### src/rtl/dir_pkg.sv
package dir_pkg;

  typedef enum logic [1:0] {
    DS_UNC = 2'd0,
    DS_SHR = 2'd1,
    DS_EXC = 2'd2
  } dstate_e;

  typedef enum logic [1:0] {
    RK_READ  = 2'd0,
    RK_WRITE = 2'd1,
    RK_WBACK = 2'd2
  } rkind_e;

  typedef enum logic {
    PH_IDLE = 1'b0,
    PH_WAIT = 1'b1
  } phase_e;

  function automatic logic [31:0] seed_word(input int unsigned blk);
    return 32'h5EED_0000 + blk * 32'd273;
  endfunction

endpackage

### src/rtl/dir_req_fifo.sv
module dir_req_fifo #(
  parameter int W     = 8,
  parameter int DEPTH = 4
) (
  input  logic         clk,
  input  logic         rst_n,
  input  logic         push,
  input  logic [W-1:0] push_data,
  input  logic         pop,
  output logic [W-1:0] head,
  output logic         empty,
  output logic         full
);
  localparam int PW = (DEPTH > 1) ? $clog2(DEPTH) : 1;
  localparam int CW = $clog2(DEPTH + 1);

  logic [W-1:0]  slots [DEPTH];
  logic [PW-1:0] wptr, rptr;
  logic [CW-1:0] count;

  function automatic logic [PW-1:0] wrap_inc(input logic [PW-1:0] p);
    return (p == PW'(DEPTH - 1)) ? '0 : p + 1'b1;
  endfunction

  assign empty = (count == '0);
  assign full  = (count == CW'(DEPTH));
  assign head  = slots[rptr];

  always_ff @(posedge clk) begin
    if (!rst_n) begin
      wptr  <= '0;
      rptr  <= '0;
      count <= '0;
      for (int i = 0; i < DEPTH; i++) slots[i] <= '0;
    end else begin
      if (push && !full) begin
        slots[wptr] <= push_data;
        wptr        <= wrap_inc(wptr);
      end
      if (pop && !empty) rptr <= wrap_inc(rptr);
      case ({push && !full, pop && !empty})
        2'b10:   count <= count + 1'b1;
        2'b01:   count <= count - 1'b1;
        default: count <= count;
      endcase
    end
  end

  a_r10_count_bounded: assert property (@(posedge clk) disable iff (!rst_n)
    count <= CW'(DEPTH));
  a_r10_pop_nonempty: assert property (@(posedge clk) disable iff (!rst_n)
    (pop && count == '0) |-> !push);

endmodule

### src/rtl/dir_state_store.sv
module dir_state_store
  import dir_pkg::*;
#(
  parameter int N_NODES  = 4,
  parameter int N_BLOCKS = 8,
  parameter int DATA_W   = 32
) (
  input  logic                        clk,
  input  logic                        rst_n,
  input  logic [$clog2(N_BLOCKS)-1:0] rd_blk,
  output dstate_e                     rd_st,
  output logic [N_NODES-1:0]          rd_shr,
  output logic [$clog2(N_NODES)-1:0]  rd_own,
  output logic [DATA_W-1:0]           rd_data,
  input  logic                        upd_en,
  input  logic [$clog2(N_BLOCKS)-1:0] upd_blk,
  input  dstate_e                     upd_st,
  input  logic [N_NODES-1:0]          upd_shr,
  input  logic [$clog2(N_NODES)-1:0]  upd_own,
  input  logic                        mem_we,
  input  logic [DATA_W-1:0]           mem_wdata
);
  localparam int NID_W = $clog2(N_NODES);

  dstate_e            st_q   [N_BLOCKS];
  logic [N_NODES-1:0] shr_q  [N_BLOCKS];
  logic [NID_W-1:0]   own_q  [N_BLOCKS];
  logic [DATA_W-1:0]  mem_q  [N_BLOCKS];

  assign rd_st   = st_q[rd_blk];
  assign rd_shr  = shr_q[rd_blk];
  assign rd_own  = own_q[rd_blk];
  assign rd_data = mem_q[rd_blk];

  always_ff @(posedge clk) begin
    if (!rst_n) begin
      for (int b = 0; b < N_BLOCKS; b++) begin
        st_q[b]  <= DS_UNC;
        shr_q[b] <= '0;
        own_q[b] <= '0;
        mem_q[b] <= DATA_W'(seed_word(b));
      end
    end else begin
      if (upd_en) begin
        st_q[upd_blk]  <= upd_st;
        shr_q[upd_blk] <= upd_shr;
        own_q[upd_blk] <= upd_own;
      end
      if (mem_we) mem_q[upd_blk] <= mem_wdata;
    end
  end

  for (genvar b = 0; b < N_BLOCKS; b++) begin : g_entry_chk
    a_r8_unc_no_sharers: assert property (@(posedge clk) disable iff (!rst_n)
      (st_q[b] == DS_UNC) |-> (shr_q[b] == '0));
    a_r4_shr_has_sharer: assert property (@(posedge clk) disable iff (!rst_n)
      (st_q[b] == DS_SHR) |-> (shr_q[b] != '0));
    a_r7_exc_owner_only: assert property (@(posedge clk) disable iff (!rst_n)
      (st_q[b] == DS_EXC) |-> (shr_q[b] == (N_NODES'(1) << own_q[b])));
    a_r1_state_legal: assert property (@(posedge clk) disable iff (!rst_n)
      st_q[b] != 2'd3);
  end

endmodule

### src/rtl/dir_home_ctrl.sv
module dir_home_ctrl
  import dir_pkg::*;
#(
  parameter int N_NODES  = 4,
  parameter int N_BLOCKS = 8,
  parameter int DATA_W   = 32,
  parameter int Q_DEPTH  = 4
) (
  input  logic                        clk,
  input  logic                        rst_n,
  input  logic                        req_valid,
  output logic                        req_ready,
  input  logic [1:0]                  req_kind,
  input  logic [$clog2(N_NODES)-1:0]  req_node,
  input  logic [$clog2(N_BLOCKS)-1:0] req_blk,
  input  logic [DATA_W-1:0]           req_data,
  output logic                        rep_valid,
  output logic [$clog2(N_NODES)-1:0]  rep_node,
  output logic [$clog2(N_BLOCKS)-1:0] rep_blk,
  output logic [DATA_W-1:0]           rep_data,
  output logic                        inv_valid,
  output logic [N_NODES-1:0]          inv_mask,
  output logic [$clog2(N_BLOCKS)-1:0] inv_blk,
  output logic                        fet_valid,
  output logic [$clog2(N_NODES)-1:0]  fet_node,
  output logic [$clog2(N_BLOCKS)-1:0] fet_blk,
  output logic                        fet_inval,
  input  logic                        fr_valid,
  input  logic [DATA_W-1:0]           fr_data
);
  localparam int NID_W = $clog2(N_NODES);
  localparam int BLK_W = $clog2(N_BLOCKS);
  localparam int REQ_W = 2 + NID_W + BLK_W + DATA_W;

  function automatic logic [N_NODES-1:0] node_bit(input logic [NID_W-1:0] n);
    return N_NODES'(1) << n;
  endfunction

  function automatic logic [N_NODES-1:0] inv_targets(input logic [N_NODES-1:0] shr,
                                                     input logic [NID_W-1:0]   req);
    return shr & ~node_bit(req);
  endfunction

  // request queue
  logic             q_empty, q_full, q_pop;
  logic [REQ_W-1:0] q_head;

  dir_req_fifo #(.W(REQ_W), .DEPTH(Q_DEPTH)) i_queue (
    .clk       (clk),
    .rst_n     (rst_n),
    .push      (req_valid),
    .push_data ({req_kind, req_node, req_blk, req_data}),
    .pop       (q_pop),
    .head      (q_head),
    .empty     (q_empty),
    .full      (q_full)
  );

  assign req_ready = !q_full;

  rkind_e             hd_kind;
  logic [NID_W-1:0]   hd_node;
  logic [BLK_W-1:0]   hd_blk;
  logic [DATA_W-1:0]  hd_data;
  assign hd_kind = rkind_e'(q_head[REQ_W-1 -: 2]);
  assign hd_node = q_head[DATA_W+BLK_W +: NID_W];
  assign hd_blk  = q_head[DATA_W +: BLK_W];
  assign hd_data = q_head[DATA_W-1:0];

  // directory entries and memory
  dstate_e            cur_st;
  logic [N_NODES-1:0] cur_shr;
  logic [NID_W-1:0]   cur_own;
  logic [DATA_W-1:0]  cur_mem;
  logic               upd_en, mem_we;
  dstate_e            upd_st;
  logic [N_NODES-1:0] upd_shr;
  logic [NID_W-1:0]   upd_own;
  logic [DATA_W-1:0]  mem_wdata;

  dir_state_store #(.N_NODES(N_NODES), .N_BLOCKS(N_BLOCKS), .DATA_W(DATA_W)) i_store (
    .clk       (clk),
    .rst_n     (rst_n),
    .rd_blk    (hd_blk),
    .rd_st     (cur_st),
    .rd_shr    (cur_shr),
    .rd_own    (cur_own),
    .rd_data   (cur_mem),
    .upd_en    (upd_en),
    .upd_blk   (hd_blk),
    .upd_st    (upd_st),
    .upd_shr   (upd_shr),
    .upd_own   (upd_own),
    .mem_we    (mem_we),
    .mem_wdata (mem_wdata)
  );

  // named internal events
  phase_e ph_q, ph_d;
  logic   ev_serve, ev_fetch_go, ev_fetch_done, ev_wb_take;
  assign ev_serve      = (ph_q == PH_IDLE) && !q_empty;
  assign ev_fetch_go   = ev_serve && (cur_st == DS_EXC) &&
                         (hd_kind == RK_READ || hd_kind == RK_WRITE);
  assign ev_fetch_done = (ph_q == PH_WAIT) && fr_valid;
  assign ev_wb_take    = ev_serve && (hd_kind == RK_WBACK) &&
                         (cur_st == DS_EXC) && (cur_own == hd_node);

  logic               rep_v_d, inv_v_d, fet_v_d, fet_inv_d;
  logic [DATA_W-1:0]  rep_data_d;
  logic [N_NODES-1:0] inv_mask_d;

  always_comb begin
    ph_d       = ph_q;
    q_pop      = 1'b0;
    upd_en     = 1'b0;
    upd_st     = cur_st;
    upd_shr    = cur_shr;
    upd_own    = cur_own;
    mem_we     = 1'b0;
    mem_wdata  = hd_data;
    rep_v_d    = 1'b0;
    rep_data_d = cur_mem;
    inv_v_d    = 1'b0;
    inv_mask_d = '0;
    fet_v_d    = 1'b0;
    fet_inv_d  = 1'b0;
    if (ev_serve) begin
      case (hd_kind)
        RK_READ: begin
          case (cur_st)
            DS_UNC: begin
              rep_v_d = 1'b1; q_pop = 1'b1; upd_en = 1'b1;
              upd_st  = DS_SHR; upd_shr = node_bit(hd_node);
            end
            DS_SHR: begin
              rep_v_d = 1'b1; q_pop = 1'b1; upd_en = 1'b1;
              upd_st  = DS_SHR; upd_shr = cur_shr | node_bit(hd_node);
            end
            default: begin
              fet_v_d = 1'b1; fet_inv_d = 1'b0; ph_d = PH_WAIT;
            end
          endcase
        end
        RK_WRITE: begin
          case (cur_st)
            DS_UNC: begin
              rep_v_d = 1'b1; q_pop = 1'b1; upd_en = 1'b1;
              upd_st  = DS_EXC; upd_shr = node_bit(hd_node); upd_own = hd_node;
            end
            DS_SHR: begin
              rep_v_d    = 1'b1; q_pop = 1'b1; upd_en = 1'b1;
              inv_mask_d = inv_targets(cur_shr, hd_node);
              inv_v_d    = (inv_mask_d != '0);
              upd_st     = DS_EXC; upd_shr = node_bit(hd_node); upd_own = hd_node;
            end
            default: begin
              fet_v_d = 1'b1; fet_inv_d = 1'b1; ph_d = PH_WAIT;
            end
          endcase
        end
        RK_WBACK: begin
          q_pop = 1'b1;
          if (ev_wb_take) begin
            mem_we = 1'b1; mem_wdata = hd_data; upd_en = 1'b1;
            upd_st = DS_UNC; upd_shr = '0;
          end
        end
        default: q_pop = 1'b1;
      endcase
    end else if (ev_fetch_done) begin
      mem_we     = 1'b1;
      mem_wdata  = fr_data;
      rep_v_d    = 1'b1;
      rep_data_d = fr_data;
      q_pop      = 1'b1;
      upd_en     = 1'b1;
      ph_d       = PH_IDLE;
      if (hd_kind == RK_READ) begin
        upd_st  = DS_SHR;
        upd_shr = node_bit(cur_own) | node_bit(hd_node);
      end else begin
        upd_st  = DS_EXC;
        upd_shr = node_bit(hd_node);
        upd_own = hd_node;
      end
    end
  end

  always_ff @(posedge clk) begin
    if (!rst_n) begin
      ph_q      <= PH_IDLE;
      rep_valid <= 1'b0;
      rep_node  <= '0;
      rep_blk   <= '0;
      rep_data  <= '0;
      inv_valid <= 1'b0;
      inv_mask  <= '0;
      inv_blk   <= '0;
      fet_valid <= 1'b0;
      fet_node  <= '0;
      fet_blk   <= '0;
      fet_inval <= 1'b0;
    end else begin
      ph_q      <= ph_d;
      rep_valid <= rep_v_d;
      rep_node  <= hd_node;
      rep_blk   <= hd_blk;
      rep_data  <= rep_data_d;
      inv_valid <= inv_v_d;
      inv_mask  <= inv_mask_d;
      inv_blk   <= hd_blk;
      fet_valid <= fet_v_d;
      fet_node  <= cur_own;
      fet_blk   <= hd_blk;
      fet_inval <= fet_inv_d;
    end
  end

  a_r5_inv_skips_req: assert property (@(posedge clk) disable iff (!rst_n)
    inv_valid |-> (rep_valid && !inv_mask[rep_node]));
  a_r5_inv_not_empty: assert property (@(posedge clk) disable iff (!rst_n)
    inv_valid |-> (inv_mask != '0));
  a_r6_fetch_enters_wait: assert property (@(posedge clk) disable iff (!rst_n)
    fet_valid |-> (ph_q == PH_WAIT && !rep_valid));
  a_r10_quiet_while_wait: assert property (@(posedge clk) disable iff (!rst_n)
    (ph_q == PH_WAIT) |-> !rep_valid);
  a_r10_hold_head: assert property (@(posedge clk) disable iff (!rst_n)
    ((ph_q == PH_WAIT) && !fr_valid) |=> $stable(q_head));
  a_r8_wb_no_reply: assert property (@(posedge clk) disable iff (!rst_n)
    ev_wb_take |=> !rep_valid);

endmodule

### config.mk
export PLATFORM = sky130hd
export DESIGN_NAME = dir_home_ctrl
export DESIGN_NICKNAME = d
export VERILOG_FILES = /design/src/rtl/dir_pkg.sv /design/src/rtl/dir_req_fifo.sv /design/src/rtl/dir_state_store.sv /design/src/rtl/dir_home_ctrl.sv
export SDC_FILE = /design/constraint.sdc
export NUM_CORES = 1
export LEC_CHECK = 0
export ABC_AREA = 1
export ABC_CLOCK_PERIOD_IN_PS = 11800
export BUFFER_PORTS_ARGS = -buffer_cell sky130_fd_sc_hd__buf_2
export CAP_MARGIN = 20
export CORE_ASPECT_RATIO = 1.25
export CORE_UTILIZATION = 35
export DETAILED_ROUTE_END_ITERATION = 16
export GPL_TIMING_DRIVEN = 0
export PLACE_DENSITY = 0.62
export SLEW_MARGIN = 20
export SYNTH_ARGS = -nofsm -noshare
export SYNTH_HDL_FRONTEND = slang
export SYNTH_HIERARCHICAL = 1
export SYNTH_SLANG_ARGS = --single-unit
### constraint.sdc
create_clock -name clk -period 11.8 [get_ports clk]
set_clock_uncertainty 0.15 [all_clocks]
set_input_delay 1.77 -clock clk [delete_from_list [all_inputs] [get_ports clk]]
set_output_delay 1.77 -clock clk [all_outputs]
set_load 0.02 [all_outputs]
==> metrics.txt, run 1 <==
outcome=finished, final reports clean; most frequent CP cell=nand2_1; Reg clk slew, reported paths=0.06 ns; Worst Hold Class=reg2reg; Synth cell types=33; total congestion overflow=0; die extent in x=242 um; DP HPWL=55.4 mm; period utilisation layout=55.2%; H-tree Lvls=2; gpl congestion=0.916; number of max-cap violations=0; commonest cells after routing, fill and taps aside=nand2_1, edfxtp_1, inv_1; Clk pwr share=21.9%; Int Power=4.25 mW; die area=72900 um^2; worst-path fanout max=20; residual DRC count=0; Pwr per Cell Area=275 nW/um^2; largest area contributor in the netlist=edfxtp_1; Num CTS Buffers=50; hold depth=2; Worst setup EP type=flop; CP max stage cell=o22ai_1; min cycle time layout=6.52 ns; synthesized area per cell=8.83 um^2; reg2reg setup slack=5.28 ns; #FFs+latches synth=533; Setup violations, final=0; Synth top area share=56.9%; sequential power share=29.3%; CP Data Required Time=11.99 ns; Comb pwr share=48.8%; CTS-repair resized insts=0; Routed wire per std cell=18.4 um; I/O Buffers=128; core area=70900 um^2; CP top delay family=buffers and inverters; TritonCTS clock tree=built; Mapped Area=25100 um^2; P_sw=3.76 mW; DRT Wirelength=74.1 mm; final hold violation count=0; Post-Synthesis Cells=2844; first-pass GRT wire length=111 mm; DR vias/cell=4.83; Hold Buf Count CTS=0; critical path class=reg2reg; Clock Latency Late Sink=0.59 ns; initial antenna violation count=0; Leakage=13.0 nW; IO Count=129; share of layout cells above drive strength 1=11.7%; leading cell type in the layout, fill and taps excluded=nand2_1; # nets final=3116; CTS Sinks=533; crit start category=flop; Final TNS setup=0 ns; Max Slew Vio Count=0; Max Root-Sink Buffers=3; post-CTS setup buffer count=0; post-route cell area=29200 um^2; Detailed Routing Iterations Pass 1=5; Initial Utilization=35.4%; Mapped Nets=2923; root buf cell=clkbuf_16; Critical Path Max Stage Delay=0.71 ns; routed vias=19400; Iteration-0 DRC Markers=1494; GRT Total Usage=20.1%; Arr. time, crit path=6.71 ns; worst reg2reg path depth=25; Worst Path Buf+Inv=10; switching share of power=47.0%; # rows=109; maximum number of pins on one net before global-route repair=33; synth warn=6; Max transition margin=40.1%; Die Y=302 um; IR drop worst, VDD=174 uV; area grow syn2layout=16.0%; sequential fraction of the synthesis area=61.4%; vias in the first global route=19000; Max Clock Freq=0.153 GHz; worst slew pin tran=0.898 ns; RSZ-0062 raised after global routing=false; Stages on worst setup path=25; Routed Antenna Nets=0; DP Area=27400 um^2; synth top area cells=edfxtp_1, nand2_1, inv_1; antenna cells=0
==> registers in the layout, indices dropped and copies added (netlist names), named ones only <==
register and cells:
i_store/st_q 16, i_queue/slots 156, fet_node 2, i_queue/count 3, i_queue/rptr 2, fet_blk 3, inv_valid 1, ph_q 1
i_queue/wptr 2, rep_data 32, fet_inval 1, rep_valid 1, i_store/own_q 16, fet_valid 1, inv_mask 4, rep_node 2
i_store/mem_q 256, i_store/shr_q 32
==> worst min-delay path, cell delays in order (launching register included) <==
cell and delay, ns:
dfxtp_1 0.32, nor2_1 0.09, nor2_1 0.05
==> per-layer routing <==
metal / wire, um / GRT usage [%] / up-vias
met2: 38200 / 37.3 / 674
met1: 28300 / 22.6 / 9145
met3: 3830 / 2.23 / 173
met4: 3820 / 10.8 / 0
met5: 0 / 0 / -
li1: - / - / 9445
==> layout make-up <==
type | count | area, um^2
inverters | 452 | 1700
multi-input cells | 1693 | 7280
fillers | 7059 | 41800
clock inverters | 26 | 333
repair buffers | 141 | 983
clock buffers | 67 | 1470
plain buffers | 166 | 776
flip-flops and latches | 533 | 15400
well taps | 943 | 1180
==> metrics by stage <==
step / cells / setup slack [ns] / power (mW) / hold slack [ns] / util, %
2_1_floorplan: 2844 / 6.41 / 4.75 / 0.332 / -
3_3_place_gp: 3915 / 3.98 / 6.19 / 0.354 / 38.0
3_5_place_dp: 3928 / 5.44 / 6.24 / 0.356 / 38.6
4_1_cts: 4021 / 5.43 / 8.00 / 0.366 / 41.1
5_1_grt: 4021 / 5.05 / 8.46 / 0.398 / 41.1
6_report: 4021 / 5.28 / 8.01 / 0.363 / 41.1
==> worst paths after layout <==
kind | startpoint | end
worst max-delay path | flop | i_store/mem_q[3][13]
worst min-delay path | i_queue/rptr[1] | flop
worst max register to register | flop | i_store/mem_q[3][13]
worst min register to register | i_queue/rptr[1] | flop
==> power groups by stage <==
stage / clock network, mW / registers, mW / logic [mW]
global placement: 0 / 2.39 / 3.80
CTS: 1.78 / 2.35 / 3.87
detailed placement: 0 / 2.38 / 3.86
global route: 1.85 / 2.36 / 4.25
finish: 1.75 / 2.34 / 3.91
floorplan: 0 / 2.45 / 2.30
==> cells by family after synthesis <==
group                      Yosys count  synth area share [%]
buffers and inverters              618                  9.84
DFF                                533                  61.4
and+or+nand+nor                   1509                  24.6
adders and majority gates            4                 0.229
AOI/OAI and AO/OA                  180                  3.88
==> synthesized netlist by cell type (all sizes together) <==
| cell type | n |
|---|---|
| buf | 94 |
| a21oi | 37 |
| o221ai | 1 |
| clkinv | 4 |
| nor2 | 339 |
| edfxtp | 476 |
| o21ai | 96 |
| nor3 | 121 |
| nand3 | 197 |
| a41oi | 1 |
| clkbuf | 72 |
| nand4 | 7 |
| inv | 448 |
| o22ai | 42 |
| o211ai | 3 |
| nand2 | 844 |
| dfxtp | 57 |
| fa | 1 |
| or2 | 1 |
| ha | 3 |
Power figures use the tool's default switching activity.
==> run 2, diff against run 1 <==
--- a/config.mk
+++ b/config.mk
@@ -5,15 +5,15 @@
 export SDC_FILE = /design/constraint.sdc
 export NUM_CORES = 1
 export LEC_CHECK = 0
-export ABC_AREA = 1
-export ABC_CLOCK_PERIOD_IN_PS = 11800
+export ABC_AREA = 0
+export ABC_CLOCK_PERIOD_IN_PS = 6150
 export BUFFER_PORTS_ARGS = -buffer_cell sky130_fd_sc_hd__buf_2
 export CAP_MARGIN = 20
 export CORE_ASPECT_RATIO = 1.25
 export CORE_UTILIZATION = 35
 export DETAILED_ROUTE_END_ITERATION = 16
 export GPL_TIMING_DRIVEN = 0
-export PLACE_DENSITY = 0.62
+export PLACE_DENSITY = 0.63
 export SLEW_MARGIN = 20
 export SYNTH_ARGS = -nofsm -noshare
 export SYNTH_HDL_FRONTEND = slang
==> constraint.sdc (replaced) <==
create_clock -name clk -period 6.15 [get_ports clk]
set_clock_uncertainty 0.15 [all_clocks]
set_input_delay 0.9225 -clock clk [delete_from_list [all_inputs] [get_ports clk]]
set_output_delay 0.9225 -clock clk [all_outputs]
set_load 0.02 [all_outputs]
==> run 2 against run 1 <==
Sequential cell count stayed put; combinational power is 17% lower; clock power up 90%; worst setup slack got worse by 4.9 ns; sequential power increased by 84%; global-route usage barely moved; worst hold slack better by 0.011 ns; register-to-register slack got worse by 4.9 ns; largest cell class unchanged; largest power group is now sequential cells; highest routed layer is now met5.
==> metrics.txt, run 2 <==
outcome=finished, final reports clean (unchanged); Final TNS setup=0 ns (unchanged); Fillers=6151 (was 7059); Initial Utilization=35.4% (about the same); Leakage=10.2 nW (was 13.0 nW); GRT Total Usage=20.2% (was 20.1%); min cycle time layout=5.79 ns (was 6.52 ns); post-route cell area=28300 um^2 (was 29200 um^2); IR drop worst, VDD=235 uV (was 174 uV); initial antenna violation count=8 (was 0); RSZ-0062 raised after global routing=false (unchanged); Clock Latency Late Sink=0.61 ns (was 0.59 ns); worst slew pin tran=0.995 ns (was 0.898 ns); ys flop type=edfxtp_1 (unchanged); most flop-heavy register=i_store/mem_q (unchanged); Routed Antenna Nets=0 (unchanged); worst reg2reg path depth=14 (was 25); Arr. time, crit path=5.96 ns (was 6.71 ns); Mapped Nets=1721 (was 2923); first-pass GRT wire length=103 mm (was 111 mm); ys async rst share=0% (unchanged); M2 GR Usage=35.5% (was 37.3%); Synth cell types=50 (was 33); core area=68100 um^2 (was 70900 um^2); leading cell type in the layout, fill and taps excluded=edfxtp_1 (was nand2_1); most used routing layer=met2 (unchanged); residual DRC count=0 (unchanged); Hold Buf Count CTS=0 (unchanged); crit start category=flop (unchanged); Setup violations, final=0 (unchanged); root buf cell=clkbuf_16 (unchanged); DP HPWL=49.6 mm (was 55.4 mm); critical path class=reg2reg (unchanged); Post-synth EDFFs=476 (unchanged); r2r endpoint=i_store/mem_q[6][15] (was i_store/mem_q[3][13]); H-tree Lvls=2 (unchanged); Max Clock Freq=0.173 GHz (was 0.153 GHz); total power=10.9 mW (was 8.01 mW); total congestion overflow=0 (unchanged); share of layout cells above drive strength 1=19.9% (was 11.7%); global-route met1 utilization=24.0% (was 22.6%); Iteration-0 DRC Markers=1539 (was 1494); DP Area=26300 um^2 (was 27400 um^2); sequential fraction of the synthesis area=64.0% (was 61.4%); Worst setup EP type=flop (unchanged); synthesized area per cell=14.7 um^2 (was 8.83 um^2); Worst Hold End=ph_q; Max Slew Vio Count=0 (unchanged); # rows=107 (was 109); Reg clk slew, reported paths=0.07 ns (was 0.06 ns); count leader, synth=edfxtp_1 (was nand2_1); Die Y=295 um (was 302 um); CP Data Required Time=6.32 ns (was 11.99 ns); synth warn=6 (unchanged); Synth top area share=59.3% (was 56.9%); commonest cells after routing, fill and taps aside=edfxtp_1, and2_1, nand2_1 (was nand2_1, edfxtp_1, inv_1); die area=69900 um^2 (was 72900 um^2); Max transition margin=33.7% (was 40.1%); worst-path fanout max=14 (was 20); most frequent cells after synthesis=edfxtp_1, and2_1, nand2_1, and3_1, or3_1 (was nand2_1, edfxtp_1, inv_1, nor2_1, nand3_1); max reg flops=256 (unchanged); DR vias/cell=5.50 (was 4.83); period utilisation layout=94.1% (was 55.2%); maximum number of pins on one net before global-route repair=40 (was 33); CTS Sinks=533 (unchanged); die extent in x=237 um (was 242 um); I/O Buffers=128 (unchanged); #FFs+latches synth=533 (unchanged); Regs by FF count=i_store/mem_q: 256 flops, i_queue/slots: 156 flops (unchanged); gpl congestion=0.872 (was 0.916); vias in the first global route=15800 (was 19000); Num CTS Buffers=52 (was 50); IO Count=129 (unchanged); DRT Wirelength=71.1 mm (was 74.1 mm); Mapped Area=24100 um^2 (was 25100 um^2); hold depth=2 (unchanged); largest area contributor in the netlist=edfxtp_1 (unchanged); Max Root-Sink Buffers=3 (unchanged); Worst Hold Class=reg2reg (unchanged); Detailed Routing Iterations Pass 1=5 (unchanged); Post-Synthesis Cells=1642 (was 2844); Pwr per Cell Area=384 nW/um^2 (was 275 nW/um^2); min-delay src=ph_q (was i_queue/rptr[1]); reg2reg setup slack=0.36 ns (was 5.28 ns); number of max-cap violations=0 (unchanged); final hold violation count=0 (unchanged); # nets final=1930 (was 3116); routed vias=15200 (was 19400); met3 Use GR=3.96% (was 2.23%); Routed wire per std cell=25.7 um (was 18.4 um); TritonCTS clock tree=built (unchanged); synth top area cells=edfxtp_1, mux4_1, dfxtp_1 (was edfxtp_1, nand2_1, inv_1); area grow syn2layout=17.3% (was 16.0%)
[run 2: cell type report]
type	instances	area (um^2)	share of cell area [%]
Timing Repair Buffer	155	1180	4.17
Sequential cell	533	15400	54.6
Tap cell	872	1090	3.86
Multi-Input combinational cell	950	8080	28.6
Buffer	144	664	2.35
Antenna cell	2	5.00	0.0177
Inverter	15	56.3	0.199
Clock buffer	76	1510	5.35
Clock inverter	21	255	0.903
[run 2: kinds of logic after synthesis]
group                      Yosys count  synth area share (%)
AOI/OAI and AO/OA                   86                  1.99
xor gates and xnor gates             4                 0.145
buffers and inverters              159                  2.96
muxes                              164                  14.5
and+or+nand+nor                    692                  16.2
adders and majority gates            4                 0.239
DFF                                533                  64.0
[run 2: repair_timing]
item,in CTS,in global routing
resized for setup,3,4
pin swaps,3,3
endpoints found under the hold margin,0,0
setup endpoints to repair,184,89
buffers inserted,5,9
[run 2: worst max path at each step]
stage,start,end,slack (ns),depth (start not counted)
floorplan,flop,i_store/mem_q[3][0],-0.36,12
global placement,flop,i_store/mem_q[1][14],-3.94,12
detailed placement,flop,i_store/mem_q[0][13],-0.24,13
CTS,flop,i_store/mem_q[7][20],0.01,13
global route,flop,i_store/mem_q[6][8],0.15,14
finish,flop,i_store/mem_q[6][15],0.36,14
[run 2: through the flow]
stage	setup WS (ns)	util, %	hold WS [ns]	std cells
2_1_floorplan	-0.358	-	0.320	1642
3_3_place_gp	-3.94	37.9	0.342	2642
3_5_place_dp	-0.240	38.6	0.357	2655
4_1_cts	0.0128	41.3	0.357	2757
5_1_grt	0.146	41.5	0.374	2768
6_report	0.361	41.5	0.374	2768
[run 2: worst max-delay path, cell delays in order (launching register included)]
cell and delay, ns:
dfxtp_1 0.34, buf_2 0.38, mux4_2 0.78, clkbuf_1 0.26, clkbuf_2 0.35, mux4_1 0.35
mux2_2 0.34, or3b_1 0.40, or4_4 0.46, nand2_1 0.16, nand3_1 0.30, clkbuf_1 0.46
o21ai_4 0.37, buf_16 0.20, buf_16 0.16
[run 2: metal layers]
layer,up-vias,wire (um)
li1,6704,-
met1,7683,26900
met2,676,36300
met3,158,4920
met4,10,2850
met5,-,65
[run 2: report_power, final]
group | internal (mW) | switching, mW | total (mW) | leakage, nW
Combinational | 1.05 | 2.18 | 3.23 | 4.39
Sequential | 4.22 | 0.0823 | 4.30 | 4.96
Clock | 1.92 | 1.40 | 3.33 | 0.875
Total | 7.19 | 3.67 | 10.9 | 10.2
